===== config.mk =====
export PLATFORM = sky130hd
export DESIGN_NAME = ccadd_group
export DESIGN_NICKNAME = d
export VERILOG_FILES = /design/src/rtl/ccadd_pkg.sv /design/src/rtl/cca_bit_cell.sv /design/src/rtl/cca_lane.sv /design/src/rtl/cca_join.sv /design/src/rtl/ccadd_group.sv
export SDC_FILE = /design/constraint.sdc
export NUM_CORES = 1
export LEC_CHECK = 0
export BUFFER_PORTS_ARGS = -buffer_cell sky130_fd_sc_hd__buf_2
export CORE_MARGIN = 4
export CORE_UTILIZATION = 34
export CTS_CLUSTER_SIZE = 8
export DETAILED_ROUTE_END_ITERATION = 12
export SLEW_MARGIN = 20
export SYNTH_ARGS = -nofsm -noshare
export SYNTH_HDL_FRONTEND = slang
export SYNTH_HIERARCHICAL = 1
export SYNTH_SLANG_ARGS = --single-unit

===== constraint.sdc =====
create_clock -name clk -period 2.7 [get_ports clk]
set_input_delay 0.54 -clock clk [delete_from_list [all_inputs] [get_ports clk]]
set_output_delay 0.54 -clock clk [all_outputs]
set_load 0.05 [all_outputs]

===== src/rtl/ccadd_pkg.sv =====
package ccadd_pkg;
   typedef enum logic [1:0] {
      LN_IDLE = 2'd0,
      LN_RUN  = 2'd1,
      LN_DONE = 2'd2
   } lane_state_e;
endpackage


===== src/rtl/cca_bit_cell.sv =====
module cca_bit_cell (
   input  logic clk,
   input  logic rst_n,
   input  logic load_i,
   input  logic step_i,
   input  logic a_i,
   input  logic b_i,
   input  logic low_res_i,
   input  logic low_val_i,
   output logic res_o,
   output logic val_o
);
   logic same_bits;
   assign same_bits = (a_i == b_i);

   always_ff @(posedge clk or negedge rst_n) begin
      if (!rst_n) begin
         res_o <= 1'b0;
         val_o <= 1'b0;
      end else if (load_i) begin
         res_o <= 1'b0;
         val_o <= 1'b0;
      end else if (step_i && !res_o) begin
         if (same_bits) begin
            res_o <= 1'b1;
            val_o <= a_i;
         end else if (low_res_i) begin
            res_o <= 1'b1;
            val_o <= low_val_i;
         end
      end
   end

   AST_GK_FIRST: assert property (@(posedge clk) disable iff (!rst_n)
      (step_i && !res_o && same_bits) |=> (res_o && val_o == $past(a_i)));
   AST_PROP_WAIT: assert property (@(posedge clk) disable iff (!rst_n)
      (step_i && !res_o && !same_bits && !low_res_i) |=> !res_o);
   AST_RES_HOLD: assert property (@(posedge clk) disable iff (!rst_n)
      (res_o && !load_i) |=> (res_o && $stable(val_o)));
endmodule


===== src/rtl/cca_lane.sv =====
module cca_lane
   import ccadd_pkg::*;
#(
   parameter int WIDTH = 16,
   parameter int CW    = $clog2(WIDTH + 1)
) (
   input  logic             clk,
   input  logic             rst_n,
   input  logic             start_i,
   input  logic [WIDTH-1:0] a_i,
   input  logic [WIDTH-1:0] b_i,
   input  logic             cin_i,
   output logic [WIDTH-1:0] sum_o,
   output logic             cout_o,
   output logic             done_o,
   output logic             busy_o,
   output logic [CW-1:0]    cycles_o
);
   if (WIDTH < 2) begin : g_bad_width
      $error("cca_lane: WIDTH must be at least 2");
   end
   if ((1 << CW) <= WIDTH) begin : g_bad_cw
      $error("cca_lane: CW too narrow for WIDTH");
   end

   lane_state_e      st;
   logic [WIDTH-1:0] a_q, b_q;
   logic             cin_q;
   logic [CW-1:0]    cnt;
   logic [WIDTH-1:0] res, val;
   logic             all_res, load, step;

   assign all_res = &res;
   assign load    = start_i && (st != LN_RUN);
   assign step    = (st == LN_RUN) && !all_res;

   for (genvar i = 0; i < WIDTH; i++) begin : g_bit
      logic lo_res, lo_val;
      if (i == 0) begin : g_base
         assign lo_res = 1'b1;
         assign lo_val = cin_q;
      end else begin : g_chain
         assign lo_res = res[i-1];
         assign lo_val = val[i-1];
      end
      cca_bit_cell u_cell (
         .clk       (clk),
         .rst_n     (rst_n),
         .load_i    (load),
         .step_i    (step),
         .a_i       (a_q[i]),
         .b_i       (b_q[i]),
         .low_res_i (lo_res),
         .low_val_i (lo_val),
         .res_o     (res[i]),
         .val_o     (val[i])
      );
   end

   always_ff @(posedge clk or negedge rst_n) begin
      if (!rst_n) begin
         st    <= LN_IDLE;
         a_q   <= '0;
         b_q   <= '0;
         cin_q <= 1'b0;
         cnt   <= '0;
      end else if (load) begin
         st    <= LN_RUN;
         a_q   <= a_i;
         b_q   <= b_i;
         cin_q <= cin_i;
         cnt   <= '0;
      end else if (st == LN_RUN) begin
         if (all_res) st <= LN_DONE;
         else         cnt <= cnt + CW'(1);
      end
   end

   assign sum_o    = a_q ^ b_q ^ {val[WIDTH-2:0], cin_q};
   assign cout_o   = val[WIDTH-1];
   assign done_o   = (st == LN_DONE);
   assign busy_o   = (st == LN_RUN);
   assign cycles_o = cnt;

   AST_SUM_OK: assert property (@(posedge clk) disable iff (!rst_n)
      done_o |-> ({cout_o, sum_o} ==
                  ({1'b0, a_q} + {1'b0, b_q} + (WIDTH+1)'(cin_q))));
   AST_CNT_BOUND: assert property (@(posedge clk) disable iff (!rst_n)
      cnt <= CW'(WIDTH));
   AST_IGNORE_START: assert property (@(posedge clk) disable iff (!rst_n)
      (busy_o && start_i) |=> ($stable(a_q) && $stable(b_q) && $stable(cin_q)));
   AST_DONE_HOLD: assert property (@(posedge clk) disable iff (!rst_n)
      (done_o && !start_i) |=> (done_o && $stable(sum_o) && $stable(cnt)));
endmodule


===== src/rtl/cca_join.sv =====
module cca_join #(
   parameter int LANES = 2,
   parameter int CW    = 5
) (
   input  logic                clk,
   input  logic                rst_n,
   input  logic                start_i,
   input  logic [LANES-1:0]    lane_done_i,
   input  logic [LANES-1:0]    lane_busy_i,
   input  logic [LANES*CW-1:0] lane_cycles_i,
   output logic                go_o,
   output logic                done_o,
   output logic                busy_o,
   output logic [CW-1:0]       max_cycles_o
);
   if (LANES < 1) begin : g_bad_lanes
      $error("cca_join: LANES must be at least 1");
   end

   assign busy_o = |lane_busy_i;
   assign done_o = &lane_done_i;
   assign go_o   = start_i && !busy_o;

   always_comb begin
      max_cycles_o = '0;
      for (int k = 0; k < LANES; k++) begin
         if (lane_cycles_i[k*CW +: CW] > max_cycles_o)
            max_cycles_o = lane_cycles_i[k*CW +: CW];
      end
   end

   AST_DONE_NOT_BUSY: assert property (@(posedge clk) disable iff (!rst_n)
      done_o |-> !busy_o);
   AST_DONE_STAYS: assert property (@(posedge clk) disable iff (!rst_n)
      (done_o && !start_i) |=> done_o);
endmodule


===== src/rtl/ccadd_group.sv =====
module ccadd_group #(
   parameter int WIDTH = 16,
   parameter int LANES = 2,
   localparam int CW   = $clog2(WIDTH + 1)
) (
   input  logic                   clk,
   input  logic                   rst_n,
   input  logic                   start_i,
   input  logic [LANES-1:0]       cin_i,
   input  logic [LANES*WIDTH-1:0] a_i,
   input  logic [LANES*WIDTH-1:0] b_i,
   output logic [LANES*WIDTH-1:0] sum_o,
   output logic [LANES-1:0]       cout_o,
   output logic [LANES-1:0]       lane_done_o,
   output logic [LANES*CW-1:0]    lane_cycles_o,
   output logic                   done_o,
   output logic                   busy_o,
   output logic [CW-1:0]          group_cycles_o
);
   if (WIDTH < 2) begin : g_bad_width
      $error("ccadd_group: WIDTH must be at least 2");
   end
   if (LANES < 1) begin : g_bad_lanes
      $error("ccadd_group: LANES must be at least 1");
   end

   logic             go;
   logic [LANES-1:0] lane_busy;

   for (genvar k = 0; k < LANES; k++) begin : g_lane
      cca_lane #(.WIDTH(WIDTH), .CW(CW)) u_lane (
         .clk      (clk),
         .rst_n    (rst_n),
         .start_i  (go),
         .a_i      (a_i[k*WIDTH +: WIDTH]),
         .b_i      (b_i[k*WIDTH +: WIDTH]),
         .cin_i    (cin_i[k]),
         .sum_o    (sum_o[k*WIDTH +: WIDTH]),
         .cout_o   (cout_o[k]),
         .done_o   (lane_done_o[k]),
         .busy_o   (lane_busy[k]),
         .cycles_o (lane_cycles_o[k*CW +: CW])
      );

      AST_MAX_COVERS: assert property (@(posedge clk) disable iff (!rst_n)
         lane_cycles_o[k*CW +: CW] <= group_cycles_o);
   end

   cca_join #(.LANES(LANES), .CW(CW)) u_join (
      .clk           (clk),
      .rst_n         (rst_n),
      .start_i       (start_i),
      .lane_done_i   (lane_done_o),
      .lane_busy_i   (lane_busy),
      .lane_cycles_i (lane_cycles_o),
      .go_o          (go),
      .done_o        (done_o),
      .busy_o        (busy_o),
      .max_cycles_o  (group_cycles_o)
   );

   AST_LANES_TOGETHER: assert property (@(posedge clk) disable iff (!rst_n)
      (go && busy_o) |-> 1'b0);
endmodule


==> flow_summary.json, run 1 <==
{
  "outcome": "finished clean",
  "dpl.hpwl_um": 11900,
  "relSlewSlack_pct": 54.7,
  "ys_ff_latch": 144,
  "area_delta_synth_final_pct": 23.6,
  "antenna_found_initial": 2,
  "hold_viol": 0,
  "worstSetupEndpointType": "primary output",
  "die_height_um": 159,
  "setup_viol": 0,
  "tns_ps": 0,
  "place_ws_ps": 362,
  "die_x_um": 159,
  "synth_edf_count": 0,
  "clock_latency_ps": 420,
  "avgRoutedWirePerCell_um": 14.2,
  "overflow": 0,
  "drtPass1Iterations": 4,
  "ant_nets": 0,
  "synth_area_um2": 7730,
  "critPathLaunchType": "flop",
  "syn_avg_cell_area_um2": 9.63,
  "antenna_cells": 0,
  "highest_layer": "met5",
  "yosys-top-cells-count": "nand2_1 (244), dfrtp_1 (144), xnor2_1 (96)",
  "fmax_ghz": 0.381,
  "grt_max_degree": 91,
  "cts.sinks": 144,
  "vias": 5829,
  "placed_cells": 1201,
  "crit_type": "reg -> out",
  "syn_inst": 802,
  "wl_met3_um": 481,
  "route.detailed.drc": 0,
  "io_buffers": 121,
  "final.setup_skew_ps": 8.77,
  "cts_tree": "done",
  "fin_ws_ps": 78.4,
  "synth.area.top_cells": "dfrtp_1 (47%), nand2_1 (12%), xnor2_1 (11%)",
  "syn_nets": 878,
  "timing.final.crit_share_pct": 97.1,
  "drv_slew": 0,
  "gp_congestion": 0.752,
  "fillCellCount": 2165,
  "grt_use_total_pct": 14.1,
  "synth_cell_types": 38,
  "start_util_pct": 35.0,
  "async_flop_share_pct": 100,
  "wirelength_um": 17700,
  "final_util_pct": 43.2,
  "crit_path_max_fanout": 5,
  "h-tree-depth": 4,
  "final_cells": 1245,
  "post-route-min-period_ps": 2620,
  "wl_met1_um": 8890,
  "numCtsBuffers": 17,
  "hp-class": "in -> reg",
  "root_buffer": "clkbuf_16",
  "via_per_inst": 4.68,
  "synth_top_area_share_pct": 46.6,
  "tightest_slew_ps": 678,
  "synthFlopType": "dfrtp_1",
  "seq_area_frac_synth_pct": 46.6,
  "yosys_warnings": 6,
  "drtIter0Drc": 313,
  "maxCapViolCount": 0,
  "io_pins": 122,
  "cts.path.max_buffers": 2,
  "clk_pin_slew_worst_paths_ps": 60,
  "drive_above_1_share_pct": 27.8,
  "synth_most_common_cell": "nand2_1",
  "rsz0062_at_grt": "true",
  "arrival_ps": 2080,
  "rows": 54,
  "dieArea_um2": 25200,
  "core_um2": 22100,
  "grt_pass1_vias": 5914,
  "yosysTopAreaCell": "dfrtp_1",
  "wl_met2_um": 8020,
  "grt_pass1_wl_um": 29700,
  "nNetsFinal": 1028,
  "cp.required_ps": 2160
}
==> through the flow <==
step / hold WS, ps / instance area, um2
final: 305 / 9550
after global routing: 293 / 9550
after CTS: 284 / 9430
after detailed placement: 426 / 8770
after global placement: 427 / 8770
after floorplan: 244 / 7730
==> metal layers <==
metal | track usage [%] | vias to the layer above
li1 | - | 2951
met1 | 19.8 | 2769
met2 | 22.1 | 80
met3 | 3.24 | 25
met4 | 4.02 | 4
met5 | 0 | -
==> cells in the final DEF, fill, tap and decap left out, types with 3 or more instances in the layout <==
cell type  synthesis  layout
nor2b_1           32      32
buf_12             0       4
o21ai_0           34      34
nor2_1             4       4
buf_2              8     115
dfrtp_1          144     137
mux2_4            32      32
ha_1               7       4
dfrtp_2            0       7
buf_6              0       6
o21ai_1            4       4
ha_4               0       3
a21oi_1           66      66
mux2i_1            4       4
xnor2_1           96      96
clkbuf_8           0       5
nand4_1            8       8
mux2_2             3       3
o211ai_2          33      33
inv_1             42      42
buf_4              0      20
clkbuf_16          0      17
nand2_1          244     244
clkbuf_1           7       3
==> flip-flops by register name, indices dropped and copies added (netlist names) <==
signal                            count
g_lane.u_lane/a_q                    32
g_lane.u_lane/b_q                    32
g_lane.u_lane/g_bit.u_cell/res_o     32
g_lane.u_lane/g_bit.u_cell/val_o     32
g_lane.u_lane/cycles_o               10
g_lane.u_lane/st                      4
g_lane.u_lane/cin_q                   2
==> layout make-up <==
| class | count | area (um2) | share of cell area [%] |
|---|---|---|---|
| timing repair buffer | 146 | 883 | 9.25 |
| multi-input combinational | 599 | 3930 | 41.2 |
| clock inverter | 7 | 98.8 | 1.04 |
| inverter | 44 | 165 | 1.73 |
| clock buffer | 25 | 505 | 5.29 |
| tap | 280 | 350 | 3.67 |
| sequential | 144 | 3610 | 37.8 |
==> cell families after synthesis <==
group	count (synthesis)	synth area share [%]
AND/OR/NAND/NOR	307	17.7
flip-flops	144	46.6
XOR/XNOR	96	10.9
buffers and inverters	59	3.00
adder cells (fa/ha/maj)	7	1.13
AO/OA/AOI/OAI	146	13.1
multiplexers	41	7.47
other	2	0.0972
==> final timing paths <==
path,start,endpoint,slack (ps),depth (start not counted)
setup / recovery,g_lane[0].u_lane/cycles_o[1],group_cycles_o[2],80,7
hold / removal,b_i[13],g_lane[0].u_lane/b_q[13],310,3
setup reg to reg,g_lane[1].u_lane/st[0],g_lane[1].u_lane/g_bit[12].u_cell/val_o,340,9
hold reg to reg,g_lane[1].u_lane/cin_q,g_lane[1].u_lane/cin_q,520,2
max in group asynchronous,rst_n,g_lane[1].u_lane/cycles_o[0],1330,3
min in group asynchronous,rst_n,g_lane[0].u_lane/b_q[8],550,2
==> worst max-delay path, stage by stage (launching register included) <==
cell,delay (ps)
dfrtp_2,400
inv_1,60
ha_1,280
and3_2,170
nand3_1,120
o21ai_4,110
mux2_1,360
buf_6,160
==> what timing repair did <==
item                                    CTS  global route
endpoints found under the hold margin    24             0
hold buffers                              1             0
buffers inserted                          4             7
resized for setup                        10            10
endpoints found under the setup margin    5             5
pin swaps                                 1             1
Power of run 1 is left out: the tool's default activity adds up to more than one toggle a clock period on the data nets, which glitch-free logic cannot reach.
==> run 2, diff against run 1 <==
- CTS_BUF_LIST: not set -> sky130_fd_sc_hd__clkbuf_4
==> run 2 against run 1 <==
Effect of this change:
- the flow now finishes with violations (setup timing)
- maximum frequency down 4.8%
- routed wire length down 0.85%
- cell area down 3.3%
- register-to-register slack about the same
- hold slack worse by 120 ps
- via count down 0.24%
- non-clock buffer count down 1
- utilization down 1.4 points
- setup slack worse by 130 ps
- cell count unchanged
- global-route usage down 0.088 points
- die area unchanged
==> flow_summary.json, run 2 (synthesis gave the netlist of run 1 again) <==
{
  "outcome": "finished with violations",
  "violations": "setup timing",
  "avgRoutedWirePerCell_um": 14.1,
  "grt_pass1_wl_um": 29500,
  "hold_viol": 0,
  "cts_tree": "done",
  "core_um2": 22100,
  "cts.path.max_buffers": 2,
  "regArea_um2": 3610,
  "grt_use_total_pct": 14.1,
  "io_pins": 122,
  "holdPathStages": 3,
  "worstSetupEndpointType": "primary output",
  "start_util_pct": 35.0,
  "route.detailed.drc": 0,
  "nNetsFinal": 1027,
  "critPathLaunchType": "flop",
  "worstReg2RegStart": "g_lane[1].u_lane/st[0]",
  "antenna_found_initial": 4,
  "tns_ps": -208,
  "hp-class": "in -> reg",
  "post-route-min-period_ps": 2750,
  "final_cells": 1245,
  "numCtsBuffers": 17,
  "timing.final.crit_share_pct": 102,
  "layout_common_cells": "nand2_1 (244), dfrtp_1 (138), buf_2 (115)",
  "placed_cells": 1201,
  "drtIter0Drc": 290,
  "io_buffers": 121,
  "tightest_slew_ps": 674,
  "fin_ws_ps": -52.6,
  "die_x_um": 159,
  "crit_path_max_fanout": 5,
  "worstHoldStart": "b_i[13]",
  "clock_latency_ps": 530,
  "die_height_um": 159,
  "drv_slew": 0,
  "dieArea_um2": 25200,
  "final.setup_skew_ps": 21.2,
  "gp_congestion": 0.752,
  "whs_ps": 181,
  "arrival_ps": 2210,
  "area_delta_synth_final_pct": 19.5,
  "vias": 5815,
  "cp.required_ps": 2160,
  "min_to": "g_lane[0].u_lane/b_q[13]",
  "reg2regPathDepth": 9,
  "rows": 54,
  "drtPass1Iterations": 4,
  "crit_type": "reg -> out",
  "final_common_cell": "nand2_1",
  "wirelength_um": 17500,
  "cts.sinks": 144,
  "ant_nets": 0,
  "dpl.hpwl_um": 11900,
  "rsz0062_at_grt": "true",
  "relSlewSlack_pct": 54.7,
  "place_ws_ps": 362,
  "overflow": 0,
  "fillCellCount": 2202,
  "drive_above_1_share_pct": 28.0,
  "h-tree-depth": 4,
  "via_per_inst": 4.67,
  "setup_viol": 5,
  "clk_pin_slew_worst_paths_ps": 130,
  "fmax_ghz": 0.363,
  "maxCapViolCount": 0,
  "r2r_slack_ps": 340,
  "grt_max_degree": 91,
  "multi_input_comb_area_um2": 3960,
  "r2r_end": "g_lane[1].u_lane/g_bit[14].u_cell/val_o",
  "grt_pass1_vias": 5894,
  "root_buffer": "clkbuf_4"
}
[run 2: cell count changes in the layout (fill, tap and decap cells not counted), moves of 2 or more]
cell / before / now
clkbuf_4: 0 / 20
mux2_4: 32 / 37
clkbuf_1: 3 / 0
clkbuf_16: 17 / 0
clkinv_1: 0 / 5
inv_1: 42 / 39
mux2_2: 3 / 0
clkbuf_8: 5 / 0
mux2_1: 2 / 0
inv_2: 2 / 5
[run 2: worst max-delay path, stage by stage (launching register included)]
cell	delay (ps)
dfrtp_1	430
inv_2	80
ha_4	210
a21o_1	180
o21ai_4	280
mux2_4	350
buf_6	160
[run 2: layout make-up]
class,count,share of cell area (%)
timing repair buffer,145,9.53
tap,280,3.79
sequential,144,39.1
inverter,44,1.79
clock buffer,20,1.63
multi-input combinational,599,42.9
clock inverter,12,1.27
antenna,1,0.0271
[run 2: worst max path at each step]
stage,from,end,cells past startpoint
final,g_lane[0].u_lane/cycles_o[4],group_cycles_o[2],6
after detailed placement,g_lane[1].u_lane/st[0],g_lane[1].u_lane/g_bit[5].u_cell/val_o,9
after global routing,g_lane[0].u_lane/cycles_o[4],group_cycles_o[2],6
after global placement,g_lane[0].u_lane/cycles_o[2],group_cycles_o[1],7
after floorplan,g_lane[1].u_lane/st[0],g_lane[0].u_lane/g_bit[0].u_cell/val_o,9
after CTS,g_lane[0].u_lane/cycles_o[4],group_cycles_o[3],6
[run 2: per-stage QoR]
step / area, um2 / util [%]
floorplan: 7730 / -
global placement: 8770 / 39.7
detailed placement: 8770 / 39.7
CTS: 9220 / 41.7
global route: 9230 / 41.8
finish: 9230 / 41.8
[run 2: timing repair]
item                                    in CTS  in global routing
hold buffers                                 1                  0
hold endpoints to repair                    24                  0
pin swaps                                    2                  0
gates resized for setup                     28                  1
endpoints found under the setup margin       5                  5
buffers inserted                             9                  1
gates cloned                                 0                  0
[run 2: layer usage]
layer / global-route usage [%] / vias to the layer above / part of all wire [%]
met5: 0 / - / 0.19
met4: 4.14 / 6 / 1.3
met3: 3.42 / 23 / 3.2
met2: 21.7 / 80 / 45
met1: 19.7 / 2750 / 50
li1: - / 2956 / -
Power of run 2 is left out for the same reason.
==> run 3, diff against run 2 <==
- CORE_UTILIZATION: 34 -> 45
- PLACE_DENSITY: not set -> 0.69
- SYNTH_HIERARCHICAL: 1 -> not set
==> run 3 against run 2 <==
Effect of this change:
- the flow still finishes with violations (setup timing)
- first-iteration DRC count is 12% higher
- clock skew is 6.0 ps lower
- maximum frequency is 14% lower
- setup slack worse by 460 ps
- synthesized cell count is 6.4% lower
- sequential share of layout area is 3.6 points higher
- register-to-register slack better by 350 ps
- cell count is 11% lower
- sequential cell count stayed put
==> flow_summary.json, run 3 <==
{
  "crit_type": "reg -> out",
  "die_x_um": 134,
  "overflow": 0,
  "numCtsBuffers": 17,
  "worstSetupEndpointType": "primary output",
  "syn_avg_cell_area_um2": 9.46,
  "hp-class": "in -> reg",
  "fin_ws_ps": -509,
  "final.setup_skew_ps": 15.2,
  "drive_above_1_share_pct": 21.8,
  "cts.sinks": 144,
  "relSlewSlack_pct": 63.3,
  "synth_edf_count": 0,
  "crit_path_max_fanout": 5,
  "r2r_slack_ps": 690,
  "worst_path_max_delay_cell": "dfrtp_2",
  "post-route-min-period_ps": 3210,
  "avgRoutedWirePerCell_um": 13.9,
  "drtPass1Iterations": 5,
  "fin_area_um2": 8440,
  "io_buffers": 121,
  "regArea_um2": 3610,
  "ant_nets": 0,
  "yosys-top-cells-count": "nand2_1 (215), dfrtp_1 (144), xnor2_1 (64)",
  "timing.final.crit_share_pct": 119,
  "grt_max_degree": 61,
  "dieArea_um2": 17900,
  "io_pins": 122,
  "tns_ps": -2440,
  "via_per_inst": 4.97,
  "clock_latency_ps": 540,
  "syn_nets": 828,
  "critPathLaunchType": "flop",
  "arrival_ps": 2670,
  "grt_pass1_vias": 5485,
  "die_height_um": 134,
  "drtIter0Drc": 324,
  "crit_top_cell": "ha_4",
  "multi_input_comb_area_um2": 3310,
  "dpl.hpwl_um": 10900,
  "crit_buf_inv": 3,
  "async_flop_share_pct": 100,
  "synth_top_area_share_pct": 50.7,
  "drv_slew": 0,
  "layout_common_cells": "nand2_1 (215), dfrtp_1 (142), buf_2 (115)",
  "maxCapViolCount": 0,
  "area_delta_synth_final_pct": 18.8,
  "grt_pass1_wl_um": 26000,
  "critPathMaxStageDelay_ps": 420,
  "synth.area.top_cells": "dfrtp_1 (51%), nand2_1 (11%), xnor2_1 (7.9%)",
  "synth_area_um2": 7100,
  "cp.required_ps": 2160,
  "synthFlopType": "dfrtp_1",
  "path_delay_family": "simple AND/OR/NAND/NOR gates",
  "start_util_pct": 46.4,
  "yosysTopAreaCell": "dfrtp_1",
  "synth_most_common_cell": "nand2_1",
  "ys_ff_latch": 144,
  "rsz0062_at_grt": "true",
  "hold_viol": 0,
  "cts_tree": "done",
  "h-tree-depth": 4,
  "outcome": "finished with violations",
  "wirelength_um": 15400,
  "core_um2": 15300,
  "yosys_warnings": 0,
  "tightest_slew_ps": 550,
  "nNetsFinal": 960,
  "seq_area_frac_synth_pct": 50.7,
  "antenna_found_initial": 2,
  "setup_viol": 5,
  "fillCellCount": 1420,
  "cts.path.max_buffers": 2,
  "clk_pin_slew_worst_paths_ps": 120,
  "violations": "setup timing",
  "gp_congestion": 0.780,
  "rows": 45,
  "fmax_ghz": 0.312,
  "syn_inst": 751,
  "crit_chain": "inv_2, ha_4, nor4b_4, nand2b_4, ha_4, nor2b_4, o21ai_2, a32oi_2, buf_6, mux2_4, buf_8",
  "placed_area_um2": 8090,
  "grt_use_total_pct": 17.9,
  "vias": 5510,
  "root_buffer": "clkbuf_4",
  "route.detailed.drc": 0,
  "synth_cell_types": 40,
  "final_common_cell": "nand2_1"
}
## run 3: cells by family (layout without fill, tap and decap cells)
| family | Yosys count | count (layout) | share of synthesized area [%] |
|---|---|---|---|
| and+or+nand+nor | 306 | 306 | 17.5 |
| DFF | 144 | 144 | 50.7 |
| AOI/OAI and AO/OA | 115 | 115 | 11.5 |
| buffers and inverters | 67 | 212 | 4.35 |
| xor gates and xnor gates | 64 | 64 | 7.89 |
| adders and majority gates | 28 | 28 | 4.23 |
| muxes | 27 | 27 | 3.87 |
| other | 0 | 2 | 0 |
## run 3: per-layer routing
| metal | up-vias | track usage, % | part of all wire [%] |
|---|---|---|---|
| met5 | - | 0 | 0.045 |
| met4 | 2 | 5.66 | 1.4 |
| met3 | 20 | 4.31 | 4.1 |
| met2 | 106 | 28.0 | 47 |
| met1 | 2582 | 24.7 | 48 |
| li1 | 2800 | - | - |
## run 3: tightest hold or removal path: stages
cell	delay (ps)
buf_2	70
nand2_1	40
nand2_1	40
## run 3: repair_timing
item,in CTS,in global routing
setup buffers,1,1
endpoints found under the setup margin,5,5
hold buffers,1,0
endpoints found under the hold margin,56,0
resized for setup,22,0
pin swaps,3,0
## run 3: final cells by class
| cell class | count | area share, % |
|---|---|---|
| Inverter | 33 | 1.47 |
| Tap cell | 211 | 3.13 |
| Clock buffer | 17 | 1.51 |
| Sequential cell | 144 | 42.7 |
| Multi-Input combinational cell | 540 | 39.3 |
| Clock inverter | 15 | 1.22 |
| Antenna cell | 2 | 0.0593 |
| Timing Repair Buffer | 147 | 10.6 |
## run 3: worst paths after layout
path	from	to	cells after the start
setup / recovery	g_lane[0].u_lane.cycles_o[0]	group_cycles_o[3]	11
hold / removal	b_i[8]	g_lane[0].u_lane.b_q[8]	3
setup reg to reg	g_lane[1].u_lane.g_bit[9].u_cell.res_o	g_lane[1].u_lane.g_bit[13].u_cell.val_o	5
hold reg to reg	g_lane[1].u_lane.b_q[0]	g_lane[1].u_lane.b_q[0]	2
max in group asynchronous	rst_n	g_lane[0].u_lane.cycles_o[1]	3
min in group asynchronous	rst_n	g_lane[1].u_lane.b_q[8]	2
## run 3: through the flow
| stage | hold WS (ps) | setup slack, ps | cells | utilization (%) |
|---|---|---|---|---|
| after floorplan | 244 | -243 | 751 | - |
| after global placement | 507 | -21.3 | 1072 | 52.9 |
| after detailed placement | 511 | -75.1 | 1072 | 52.9 |
| after CTS | 122 | -538 | 1106 | 55.0 |
| after global routing | 117 | -711 | 1108 | 55.1 |
| final | 182 | -509 | 1109 | 55.1 |
Power of run 3 is left out for the same reason.
